## config.mk

```make
export PLATFORM = sky130hd
export DESIGN_NAME = pkt_lane_bridge
export DESIGN_NICKNAME = d
export VERILOG_FILES = /design/src/rtl/pkt_bridge_pkg.sv /design/src/rtl/pbr_sym_reorder.sv /design/src/rtl/pbr_keep_gen.sv /design/src/rtl/pbr_frame_tracker.sv /design/src/rtl/pbr_out_stage.sv /design/src/rtl/pkt_lane_bridge.sv
export SDC_FILE = /design/constraint.sdc
export NUM_CORES = 1
export LEC_CHECK = 0
export ABC_AREA = 1
export BUFFER_PORTS_ARGS = -buffer_cell sky130_fd_sc_hd__buf_2
export CAP_MARGIN = 20
export CORE_UTILIZATION = 24
export DETAILED_ROUTE_END_ITERATION = 6
export PLACE_DENSITY = 0.57
export SLEW_MARGIN = 40
export SYNTH_ARGS = -nofsm -noshare
export SYNTH_HDL_FRONTEND = slang
export SYNTH_SLANG_ARGS = --single-unit
```

## constraint.sdc

```tcl
create_clock -name clk -period 1.7 [get_ports clk]
set_clock_uncertainty 0.2 [all_clocks]
set_input_delay 0.17 -clock clk [delete_from_list [all_inputs] [get_ports clk]]
set_output_delay 0.17 -clock clk [all_outputs]
set_load 0.02 [all_outputs]
```

## src/rtl/pkt_bridge_pkg.sv

```systemverilog
package pkt_bridge_pkg;

  typedef enum logic {
    FR_IDLE = 1'b0,
    FR_BODY = 1'b1
  } frame_state_e;

  // width of the unused-symbol count: one extra code when zero-length packets exist
  function automatic int unsigned calc_empty_w(input int unsigned syms, input bit zlp);
    int unsigned w;
    w = $clog2(syms + (zlp ? 1 : 0));
    return (w < 1) ? 1 : w;
  endfunction

endpackage

```

## src/rtl/pbr_sym_reorder.sv

```systemverilog
module pbr_sym_reorder #(
  parameter int unsigned SYM_W    = 8,
  parameter int unsigned SYMS     = 4,
  parameter bit          HI_FIRST = 1'b1,
  localparam int unsigned DATA_W  = SYM_W * SYMS
) (
  input  logic [DATA_W-1:0] src_word,
  output logic [DATA_W-1:0] lane_word
);

  for (genvar g = 0; g < SYMS; g++) begin : g_lane
    if (HI_FIRST) begin : g_rev
      assign lane_word[g*SYM_W +: SYM_W] = src_word[(SYMS-1-g)*SYM_W +: SYM_W];
    end else begin : g_keep
      assign lane_word[g*SYM_W +: SYM_W] = src_word[g*SYM_W +: SYM_W];
    end
  end

endmodule

```

## src/rtl/pbr_keep_gen.sv

```systemverilog
module pbr_keep_gen #(
  parameter int unsigned SYMS    = 4,
  parameter int unsigned EMPTY_W = 3
) (
  input  logic               last_word,
  input  logic [EMPTY_W-1:0] unused_cnt,
  output logic [SYMS-1:0]    keep
);

  function automatic logic [SYMS-1:0] mask_for(input logic eop,
                                                input logic [EMPTY_W-1:0] emp);
    int unsigned e;
    int unsigned used;
    logic [SYMS-1:0] m;
    e    = 32'(emp);
    used = (e >= SYMS) ? 0 : SYMS - e;
    m    = '0;
    for (int i = 0; i < SYMS; i++) begin
      m[i] = (32'(i) < used);
    end
    return eop ? m : '1;
  endfunction

  assign keep = mask_for(last_word, unused_cnt);

endmodule

```

## src/rtl/pbr_frame_tracker.sv

```systemverilog
module pbr_frame_tracker
  import pkt_bridge_pkg::*;
(
  input  logic clk,
  input  logic rst_n,
  input  logic take,
  input  logic sop,
  input  logic eop,
  output logic err_flag
);

  frame_state_e state_q;
  logic         err_q;
  logic         mid_sop_hit;

  assign mid_sop_hit = take && sop && (state_q == FR_BODY);

  always_ff @(posedge clk) begin
    if (!rst_n) begin
      state_q <= FR_IDLE;
      err_q   <= 1'b0;
    end else begin
      if (take) state_q <= eop ? FR_IDLE : FR_BODY;
      if (mid_sop_hit) err_q <= 1'b1;
    end
  end

  assign err_flag = err_q;

  a_r9_sets: assert property (@(posedge clk) disable iff (!rst_n)
    mid_sop_hit |=> err_flag);

  a_r9_sticky: assert property (@(posedge clk) disable iff (!rst_n)
    err_flag |=> err_flag);

endmodule

```

## src/rtl/pbr_out_stage.sv

```systemverilog
module pbr_out_stage #(
  parameter int unsigned PAY_W = 40
) (
  input  logic             clk,
  input  logic             rst_n,
  input  logic             up_valid,
  output logic             up_ready,
  input  logic [PAY_W-1:0] up_pay,
  output logic             dn_valid,
  input  logic             dn_ready,
  output logic [PAY_W-1:0] dn_pay,
  output logic             take
);

  logic             valid_q;
  logic [PAY_W-1:0] pay_q;

  assign up_ready = !valid_q || dn_ready;
  assign take     = up_valid && up_ready;

  always_ff @(posedge clk) begin
    if (!rst_n) begin
      valid_q <= 1'b0;
      pay_q   <= '0;
    end else begin
      if (up_ready) valid_q <= up_valid;
      if (take) pay_q <= up_pay;
    end
  end

  assign dn_valid = valid_q;
  assign dn_pay   = pay_q;

  a_r7_load: assert property (@(posedge clk) disable iff (!rst_n)
    take |=> dn_valid);

  a_r8_hold: assert property (@(posedge clk) disable iff (!rst_n)
    (dn_valid && !dn_ready) |=> (dn_valid && $stable(dn_pay)));

endmodule

```

## src/rtl/pkt_lane_bridge.sv

```systemverilog
module pkt_lane_bridge
  import pkt_bridge_pkg::*;
#(
  parameter int unsigned SYM_W    = 8,
  parameter int unsigned SYMS     = 4,
  parameter int unsigned CH_W     = 2,
  parameter int unsigned ERR_W    = 2,
  parameter bit          HI_FIRST = 1'b1,
  parameter bit          ZLP_EN   = 1'b1,
  parameter int unsigned EMPTY_W  = calc_empty_w(SYMS, ZLP_EN)
) (
  input  logic                   clk,
  input  logic                   rst_n,
  input  logic                   in_valid,
  output logic                   in_ready,
  input  logic [SYM_W*SYMS-1:0]  in_data,
  input  logic                   in_sop,
  input  logic                   in_eop,
  input  logic [EMPTY_W-1:0]     in_empty,
  input  logic [CH_W-1:0]        in_chan,
  input  logic [ERR_W-1:0]       in_err,
  output logic                   out_tvalid,
  input  logic                   out_tready,
  output logic [SYM_W*SYMS-1:0]  out_tdata,
  output logic [SYMS-1:0]        out_tkeep,
  output logic                   out_tlast,
  output logic [CH_W-1:0]        out_tid,
  output logic [ERR_W-1:0]       out_tuser,
  output logic                   proto_err
);

  localparam int unsigned DATA_W = SYM_W * SYMS;
  localparam int unsigned PAY_W  = DATA_W + SYMS + 1 + CH_W + ERR_W;

  logic [DATA_W-1:0] lane_word;
  logic [SYMS-1:0]   keep_mask;
  logic [PAY_W-1:0]  pay_in;
  logic [PAY_W-1:0]  pay_out;
  logic              take;

  pbr_sym_reorder #(
    .SYM_W    (SYM_W),
    .SYMS     (SYMS),
    .HI_FIRST (HI_FIRST)
  ) u_reorder (
    .src_word  (in_data),
    .lane_word (lane_word)
  );

  pbr_keep_gen #(
    .SYMS    (SYMS),
    .EMPTY_W (EMPTY_W)
  ) u_keep (
    .last_word  (in_eop),
    .unused_cnt (in_empty),
    .keep       (keep_mask)
  );

  assign pay_in = {lane_word, keep_mask, in_eop, in_chan, in_err};

  pbr_out_stage #(
    .PAY_W (PAY_W)
  ) u_out (
    .clk      (clk),
    .rst_n    (rst_n),
    .up_valid (in_valid),
    .up_ready (in_ready),
    .up_pay   (pay_in),
    .dn_valid (out_tvalid),
    .dn_ready (out_tready),
    .dn_pay   (pay_out),
    .take     (take)
  );

  assign {out_tdata, out_tkeep, out_tlast, out_tid, out_tuser} = pay_out;

  pbr_frame_tracker u_frame (
    .clk      (clk),
    .rst_n    (rst_n),
    .take     (take),
    .sop      (in_sop),
    .eop      (in_eop),
    .err_flag (proto_err)
  );

  // a word that is not the last of its packet leaves with every lane kept
  a_r3_full_keep: assert property (@(posedge clk) disable iff (!rst_n)
    (out_tvalid && !out_tlast) |-> (&out_tkeep));

  // an all-zero keep can only mark the last word of a zero-length packet
  a_r5_zlp_last: assert property (@(posedge clk) disable iff (!rst_n)
    (out_tvalid && (out_tkeep == '0)) |-> out_tlast);

endmodule

```

==> reports/results.txt, run 1 <==
Hold Startpoint = in_sop
Global-route wire length before repair = 8380 µm
Die area = 8240 µm²
GRT Total Usage = 0.125
Clock transition at path regs = 80 ps
Most common cell after layout, fill and taps aside = buf_2
GRT Residual Overflow = 0
Number of iterations in the first detailed-routing pass = 4
R2R Setup Slk = 260 ps
Syn avg cell area = 7.47 µm²
Port buffer count = 88
DRC = 0
Crit Path Max Fanout = 37
Post-Syn Instances = 253
Slew HR = 0.735
Final wirelength = 4900 µm
Core Area = 7450 µm²
Worst setup path category = reg -> reg
Post-Syn Nets = 299
Area leader, netlist = dfxtp_1
Logic pwr share = 0.217
Pwr dens = 864 nW/µm²
Worst-Skew Late Latency = 290 ps
Synth top area share = 0.466
# clock sinks = 44
HP Class = in -> reg
Worst-case hold path end point = u_frame.err_flag
Crit-path cells = nand2_2, nand2_4, inv_4, nor2_1, nor2_1
Post-CTS Setup Bufs = 0
Top cells by area, synth = dfxtp_1 47%, nor2_1 16%, nand3b_1 14%
Via count = 1925
Num rows = 31
Fin cells = 473
Minimum clock period = 1440 ps
Delay-heaviest family, CP = simple AND/OR/NAND/NOR gates
Hold Fails Final Rpt = 0
Status = finished clean
Sequential area share after synthesis = 0.466
Reg-to-reg critical path startpoint = u_out.dn_valid
Layout cells sized above 1 = 0.278
Final setup viols = 0
Startpoint Class = flip-flop
CTS H-tree depth = 2
R2r worst-path depth = 5
DRT iter0 DRCs = 68
Layout net count = 419
CTS tree = yes
CP required = 1730 ps
I/O Pins = 89
Worst flop-to-flop path endpoint = u_out.dn_pay[17]
Post-route antenna net violation count = 0
Synthesized flop and latch total = 44
Avg WL per Cell = 10.4 µm
Max Fclk = 696 MHz
Worst-margin pin slew = 397 ps
DP Cell Count = 429
DP HPWL = 3190 µm
Antenna violations before repair = 0
Peak VDD IR = 0.319 mV
Slowest stage cell, crit path = dfxtp_1
CTS Hold Bufs = 36
Synthesis Warnings = 0
Worst hold stages = 5
Max-Cap Viols = 0
Initial Utilization = 0.254
RSZ-0062 raised after global routing = no
Post-layout utilization of the core = 0.384
Inserted Diodes = 0
Routability cong. = 0.699
Post-synth design cell area = 1890 µm²
Number of global-route vias before repair = 1854
Clk root buf = clkbuf_8
CTS Buffer Depth = 2
Clock power frac = 0.316
CP Data Arrival Time = 1460 ps
P_sw = 0.683 mW
Area grow syn2layout = 51.2%
Die Y-Extent = 90.8 µm
Post-CTS resize count = 0
CTS buffer count = 5
Critical path buffers and inverters = 1
Vias per cell = 4.07
Sequential Power Share = 0.467
Sw frac = 0.277
Most frequent cells in the layout = 88 x buf_2, 82 x nor2_1, 52 x nand2_1
Final period util = 0.846
Unique cell type count in the Yosys netlist = 16
CP Capture Type = flip-flop
Leakage = 1.48 nW
Largest net degree at the start of global routing = 38
Largest stage delay on the critical path = 320 ps
Crit path top cell by count = nor2_1
Die width = 90.8 µm
Post-Route Setup TNS = 0 ps
Cell Int Power = 1.79 mW
Final slew viol count = 0
## power by group through the flow
stage | clock (mW) | sequential [mW] | combinational (mW)
2_1_floorplan | 0 | 1.27 | 0.222
3_3_place_gp | 0 | 1.18 | 0.473
3_5_place_dp | 0 | 1.18 | 0.475
4_1_cts | 0.829 | 1.15 | 0.539
5_1_grt | 0.861 | 1.17 | 0.590
6_report | 0.781 | 1.15 | 0.536
## sequential cells by signal, indices dropped and copies added (netlist names)
signal            count
u_frame.state_q       1
u_out.dn_valid        1
u_frame.err_flag      1
u_out.dn_pay         41
## worst register-to-register path: cells and delay by family, from the launching register on
family                 cells  cell delay (ps)
AND/OR/NAND/NOR            4              530
flip-flops                 1              320
buffers and inverters      1              320
## metrics by stage
stage / hold slack (ps) / total power, mW / setup WS [ps] / area [µm²]
6_report: 23.5 / 2.47 / 262 / 2860
5_1_grt: 21.2 / 2.62 / 137 / 2860
4_1_cts: 7.24 / 2.52 / 260 / 2860
3_5_place_dp: 245 / 1.65 / 285 / 2390
3_3_place_gp: 246 / 1.65 / 299 / 2390
2_1_floorplan: 163 / 1.49 / 419 / 1890
## worst max-delay path by stage
| stage | from | slack, ps | to | cells after the start |
|---|---|---|---|---|
| floorplan | u_out.dn_valid | 420 | u_out.dn_pay[0] | 6 |
| detailed placement | u_out.dn_valid | 290 | u_out.dn_pay[40] | 5 |
| global route | u_out.dn_valid | 140 | u_out.dn_pay[26] | 5 |
| global placement | u_out.dn_valid | 300 | u_out.dn_pay[0] | 5 |
| CTS | u_out.dn_valid | 260 | u_out.dn_pay[17] | 5 |
| finish | u_out.dn_valid | 260 | u_out.dn_pay[17] | 5 |
## layout make-up
type                    count  area [µm²]
repair buffers            129         851
fillers                   804        4590
flip-flops and latches     44         881
clock inverters             2        35.0
multi-input cells         180         843
well taps                  99         124
clock buffers               6        72.6
inverters                  13        51.3
## cell families after synthesis
family	Yosys count	synth area share
compound gates	3	0.00794
buf+inv	29	0.0880
fa+ha+maj	1	0.00662
flops	44	0.466
simple gates	176	0.432
## synth_stat cells
master and instances:
a21oi_1 3, buf_2 8, buf_4 2, buf_6 5, clkbuf_1 1, dfxtp_1 44
ha_1 1, inv_1 12, inv_4 1, nand2_1 52, nand2_2 1, nand2_4 1
nand3_1 3, nand3_2 1, nand3b_1 36, nor2_1 82
## routing by layer
layer,track usage,part of all wire,routed length [µm],vias up
li1,-,-,-,1014
met1,0.144,0.45,2200,840
met5,0,0,0,-
met3,0.0337,0.057,278,10
met2,0.218,0.48,2330,61
met4,0.0470,0.018,88,0
Power figures use the tool's default switching activity.
==> run 2, diff against run 1 <==
==> constraint.sdc (replaced) <==
create_clock -name clk -period 1.49 [get_ports clk]
set_clock_uncertainty 0.2 [all_clocks]
set_input_delay 0.149 -clock clk [delete_from_list [all_inputs] [get_ports clk]]
set_output_delay 0.149 -clock clk [all_outputs]
set_load 0.02 [all_outputs]
==> reports/results.txt, run 2 (synthesis gave the netlist of run 1 again) <==
Hold Fails Final Rpt = 0 (unchanged)
DP Worst Slack = 197 ps (was 285 ps)
Largest net degree at the start of global routing = 43 (was 38)
I/O Pins = 89 (unchanged)
Layout cells sized above 1 = 0.274 (was 0.278)
Post-route antenna net violation count = 0 (unchanged)
CTS H-tree depth = 2 (unchanged)
Worst setup path category = reg -> out (was reg -> reg)
CP Capture Type = output port (was flip-flop)
Max reg flops = 41 (unchanged)
CTS tree = yes (unchanged)
CTS Hold Bufs = 38 (was 36)
Pwr dens = 939 nW/µm² (was 864 nW/µm²)
Leakage = 1.48 nW (about the same)
Final setup margin = 88.0 ps (was 262 ps)
Clock power frac = 0.283 (was 0.316)
Layout net count = 421 (was 419)
Worst hold stages = 5 (unchanged)
Number of iterations in the first detailed-routing pass = 4 (unchanged)
Sw frac = 0.284 (was 0.277)
Worst-Skew Late Latency = 280 ps (was 290 ps)
Minimum clock period = 1400 ps
Die area = 8240 µm² (unchanged)
Most common cell after layout, fill and taps aside = buf_2 (unchanged)
Most frequent cells in the layout = 88 x buf_2, 82 x nor2_1, 52 x nand2_1 (unchanged)
Max Fclk = 713 MHz
Port buffer count = 88 (unchanged)
Vias per cell = 4.00 (was 4.07)
Final period util = 0.941
Reg-to-reg critical path startpoint = u_out.dn_valid (unchanged)
Peak VDD IR = 0.339 mV (was 0.319 mV)
DP HPWL = 3110 µm (was 3190 µm)
R2R Setup Slk = 210 ps (was 260 ps)
Slew HR = 0.748 (was 0.735)
Post-CTS Setup Bufs = 0 (unchanged)
Core Area = 7450 µm² (unchanged)
HP Class = in -> reg (unchanged)
Global-route wire length before repair = 8330 µm (was 8380 µm)
Die Y-Extent = 90.8 µm (unchanged)
Die width = 90.8 µm (unchanged)
GRT Total Usage = 0.125 (about the same)
Hold Startpoint = in_empty[0] (was in_sop)
Worst-case hold path end point = u_out.dn_pay[5] (was u_frame.err_flag)
Final slew viol count = 0 (unchanged)
Startpoint Class = flip-flop (unchanged)
Sequential Power Share = 0.489 (was 0.467)
Cell Int Power = 1.92 mW (was 1.79 mW)
Post-Route Setup TNS = 0 ps (unchanged)
Avg WL per Cell = 10.2 µm (was 10.4 µm)
Worst-margin pin slew = 377 ps (was 397 ps)
Area grow syn2layout = 51.3% (was 51.2%)
Worst flop-to-flop path endpoint = u_out.dn_pay[27] (was u_out.dn_pay[17])
GRT Residual Overflow = 0 (unchanged)
Num rows = 31 (unchanged)
Crit Path Max Fanout = 9 (was 37)
# clock sinks = 44 (unchanged)
Clock transition at path regs = 80 ps (about the same)
DRT iter0 DRCs = 49 (was 68)
Logic pwr share = 0.228 (was 0.217)
Final setup viols = 0 (unchanged)
P_sw = 0.763 mW (was 0.683 mW)
Inserted Diodes = 0 (unchanged)
Clk root buf = clkbuf_8 (unchanged)
Status = finished clean (unchanged)
Initial Utilization = 0.254 (unchanged)
Antenna violations before repair = 0 (unchanged)
Number of global-route vias before repair = 1843 (was 1854)
CTS Buffer Depth = 2 (unchanged)
R2r worst-path depth = 5 (unchanged)
Final wirelength = 4860 µm (was 4900 µm)
Post-CTS resize count = 0 (unchanged)
DRC = 0 (unchanged)
Max-Cap Viols = 0 (unchanged)
CP required = 1140 ps (was 1730 ps)
CTS buffer count = 5 (unchanged)
RSZ-0062 raised after global routing = no (unchanged)
Via count = 1901 (was 1925)
CP Data Arrival Time = 1050 ps (was 1460 ps)
Routability cong. = 0.680 (was 0.699)
==> run 2: critical path, stage by stage (launching register included) <==
cell and delay [ps]:
dfxtp_1 320, nand2_2 100, buf_4 170, buf_2 170
==> run 2: power groups by stage <==
stage          clock [mW]  sequential [mW]  combinational [mW]
5_1_grt             0.857             1.33               0.684
3_5_place_dp            0             1.34               0.540
4_1_cts             0.807             1.32               0.617
6_report            0.759             1.31               0.612
3_3_place_gp            0             1.34               0.539
2_1_floorplan           0             1.45               0.253
==> run 2: layout make-up <==
type                       instances  area [µm²]
multi-input combinational        180         843
sequential                        44         881
tap                               99         124
timing repair buffer             131         871
inverter                          13        51.3
clock buffer                       8        90.1
fill                             827        4590
==> run 2: how the worst max path moves through the flow <==
stage | to | from
floorplan | u_out.dn_pay[0] | u_out.dn_valid
global placement | u_out.dn_pay[33] | u_out.dn_valid
detailed placement | u_out.dn_pay[29] | u_out.dn_valid
CTS | in_ready | u_out.dn_valid
global route | in_ready | u_out.dn_valid
finish | in_ready | u_out.dn_valid
==> run 2: metrics by stage <==
step / util / std cells / instance area (µm²) / hold WS [ps] / total power [mW]
floorplan: - / 253 / 1890 / 142 / 1.70
global placement: 0.321 / 429 / 2390 / 241 / 1.88
detailed placement: 0.321 / 429 / 2390 / 244 / 1.88
CTS: 0.384 / 475 / 2860 / 5.72 / 2.74
global route: 0.384 / 475 / 2860 / 30.1 / 2.87
finish: 0.384 / 475 / 2860 / 15.0 / 2.69
==> run 2: metal layers <==
layer	up-vias	global-route usage	part of all wire
li1	1023	-	-
met1	817	0.141	0.45
met2	59	0.228	0.49
met3	2	0.0328	0.054
met4	0	0.0363	0.0043
met5	-	0	0
==> run 3, diff against run 2 <==
--- a/config.mk
+++ b/config.mk
@@ -11,6 +11,7 @@
 export CORE_UTILIZATION = 24
 export DETAILED_ROUTE_END_ITERATION = 6
 export PLACE_DENSITY = 0.57
+export SETUP_SLACK_MARGIN = 0.5
 export SLEW_MARGIN = 40
 export SYNTH_ARGS = -nofsm -noshare
 export SYNTH_HDL_FRONTEND = slang
==> reports/results.txt, run 3 (synthesis gave the netlist of run 1 again) <==
Sequential Area = 937 µm² (was 881 µm²)
Inserted Diodes = 0 (unchanged)
Number of global-route vias before repair = 1718 (was 1843)
Max reg flops = 41 (unchanged)
Slew HR = 0.845 (was 0.748)
Fin cells = 445 (was 475)
CTS tree = yes (unchanged)
Worst setup path category = reg -> out (unchanged)
CP Data Arrival Time = 970 ps (was 1050 ps)
Multi-input gate area = 863 µm² (was 843 µm²)
Final slew viol count = 0 (unchanged)
Status = finished, violations left (was finished clean)
# clock sinks = 44 (unchanged)
I/O Pins = 89 (unchanged)
CP Capture Type = output port (unchanged)
Largest net degree at the start of global routing = 38 (was 43)
Violated checks = negative hold slack
Layout cells sized above 1 = 0.460 (was 0.274)
Layout net count = 391 (was 421)
Num rows = 31 (unchanged)
Clk root buf = clkbuf_8 (unchanged)
Post-route antenna net violation count = 0 (unchanged)
Tot Pwr = 3.04 mW (was 2.69 mW)
HP Class = in -> reg (unchanged)
Final wirelength = 4900 µm (was 4860 µm)
Pwr dens = 1010 nW/µm² (was 939 nW/µm²)
Leakage = 1.49 nW (was 1.48 nW)
CTS H-tree depth = 2 (unchanged)
DP Cell Count = 430 (was 429)
Crit-path cells = nand2_4, buf_12, buf_8 (was nand2_2, buf_4, buf_2)
CP required = 1140 ps (about the same)
Most common cell after layout, fill and taps aside = nor2_1 (was buf_2)
Initial Utilization = 0.254 (unchanged)
Area grow syn2layout = 58.7% (was 51.3%)
Peak VDD IR = 0.415 mV (was 0.339 mV)
WHS = -47.7 ps (was 15.0 ps)
Number of iterations in the first detailed-routing pass = 4 (unchanged)
Slowest stage cell, crit path = dfxtp_4 (was dfxtp_1)
Antenna violations before repair = 0 (unchanged)
CTS buffer count = 5 (unchanged)
Most frequent cells in the layout = 80 x nor2_1, 51 x nand2_1, 44 x buf_2, 44 x buf_6, 42 x dfxtp_2 (was 88 x buf_2, 82 x nor2_1, 52 x nand2_1)
Largest stage delay on the critical path = 370 ps (was 320 ps)
RSZ-0062 raised after global routing = yes (was no)
Max-Cap Viols = 0 (unchanged)
Port buffer count = 88 (unchanged)
DRC = 0 (unchanged)
Final setup viols = 0 (unchanged)
Minimum clock period = 1320 ps (was 1400 ps)
Vias per cell = 4.08 (was 4.00)
Die width = 90.8 µm (unchanged)
Worst-Skew Late Latency = 290 ps (was 280 ps)
Die area = 8240 µm² (unchanged)
CTS Buffer Depth = 2 (unchanged)
Post-Route Setup TNS = 0 ps (unchanged)
Die Y-Extent = 90.8 µm (unchanged)
Final period util = 0.889 (was 0.941)
GRT Total Usage = 0.115 (was 0.125)
Routability cong. = 0.688 (was 0.680)
Core Area = 7450 µm² (unchanged)
Avg WL per Cell = 11.0 µm (was 10.2 µm)
DP HPWL = 3180 µm (was 3110 µm)
GRT Residual Overflow = 0 (unchanged)
Global-route wire length before repair = 7810 µm (was 8330 µm)
Max Fclk = 755 MHz (was 713 MHz)
Worst-margin pin slew = 232 ps (was 377 ps)
Fill count = 800 (was 827)
Startpoint Class = flip-flop (unchanged)
Hold Fails Final Rpt = 37 (was 0)
Crit Path Max Fanout = 3 (was 9)
DRT iter0 DRCs = 36 (was 49)
Clock transition at path regs = 90 ps (was 80 ps)
Via count = 1814 (was 1901)
==> run 3: changes by cell type in the layout (fill, tap and decap cells not counted), moves of 2 or more <==
cell / change
buf_12: +2
buf_2: -44
buf_4: +3
buf_6: +44
clkbuf_1: -2
clkbuf_16: +2
dfxtp_1: -43
dfxtp_2: +42
dlygate4sd3_1: -38
nor2_1: -2
nor2_2: +2
==> run 3: what timing repair did <==
item                                    4_1_cts  5_1_grt
pin swaps                                     1        3
gates resized for setup                     135        4
endpoints found under the hold margin        38       21
setup buffers                                 3        2
gates cloned                                  0        2
endpoints found under the setup margin       88       88
==> run 3: path summary, 6_finish.rpt <==
kind	startpoint	endpoint	slack (ps)	cells past startpoint
worst max-delay path	u_out.dn_valid	in_ready	170	3
worst min register to register	u_frame.err_flag	u_frame.err_flag	260	2
worst max register to register	u_out.dn_valid	u_out.dn_pay[6]	210	6
worst min-delay path	in_data[9]	u_out.dn_pay[26]	-50	4
==> run 3: routing by layer <==
metal | vias to the layer above | GRT usage | share of wire
met4 | 0 | 0.0323 | 0.0069
met3 | 5 | 0.0320 | 0.049
met1 | 793 | 0.133 | 0.47
li1 | 965 | - | -
met2 | 51 | 0.206 | 0.47
met5 | - | 0 | 0
==> run 3: area by class of cell <==
class	instances	share of cell area
Clock buffer	7	0.0321
Clock inverter	1	0.0100
Inverter	13	0.0188
Multi-Input combinational cell	180	0.288
Sequential cell	44	0.312
Tap cell	99	0.0413
Timing Repair Buffer	101	0.298
==> run 3: where the power goes <==
| group | switching [mW] | internal [mW] | total [mW] |
|---|---|---|---|
| clock network | 0.408 | 0.592 | 1.00 |
| logic | 0.343 | 0.347 | 0.690 |
| registers | 0.0650 | 1.29 | 1.35 |
| total | 0.816 | 2.23 | 3.04 |
==> run 3: stage by stage <==
stage | instance area (µm²) | worst slack, ps | util
after floorplan | 1920 | 327 | -
after global placement | 2430 | 293 | 0.326
after detailed placement | 2430 | 276 | 0.326
after CTS | 2920 | 151 | 0.393
after global routing | 3000 | 124 | 0.403
final | 3000 | 166 | 0.403
==> run 3: worst max-delay path: cells and delay by family, from the launching register on <==
family,cells,cell delay (ps)
flip-flops,1,370
AND/OR/NAND/NOR,1,70
buffers and inverters,2,250
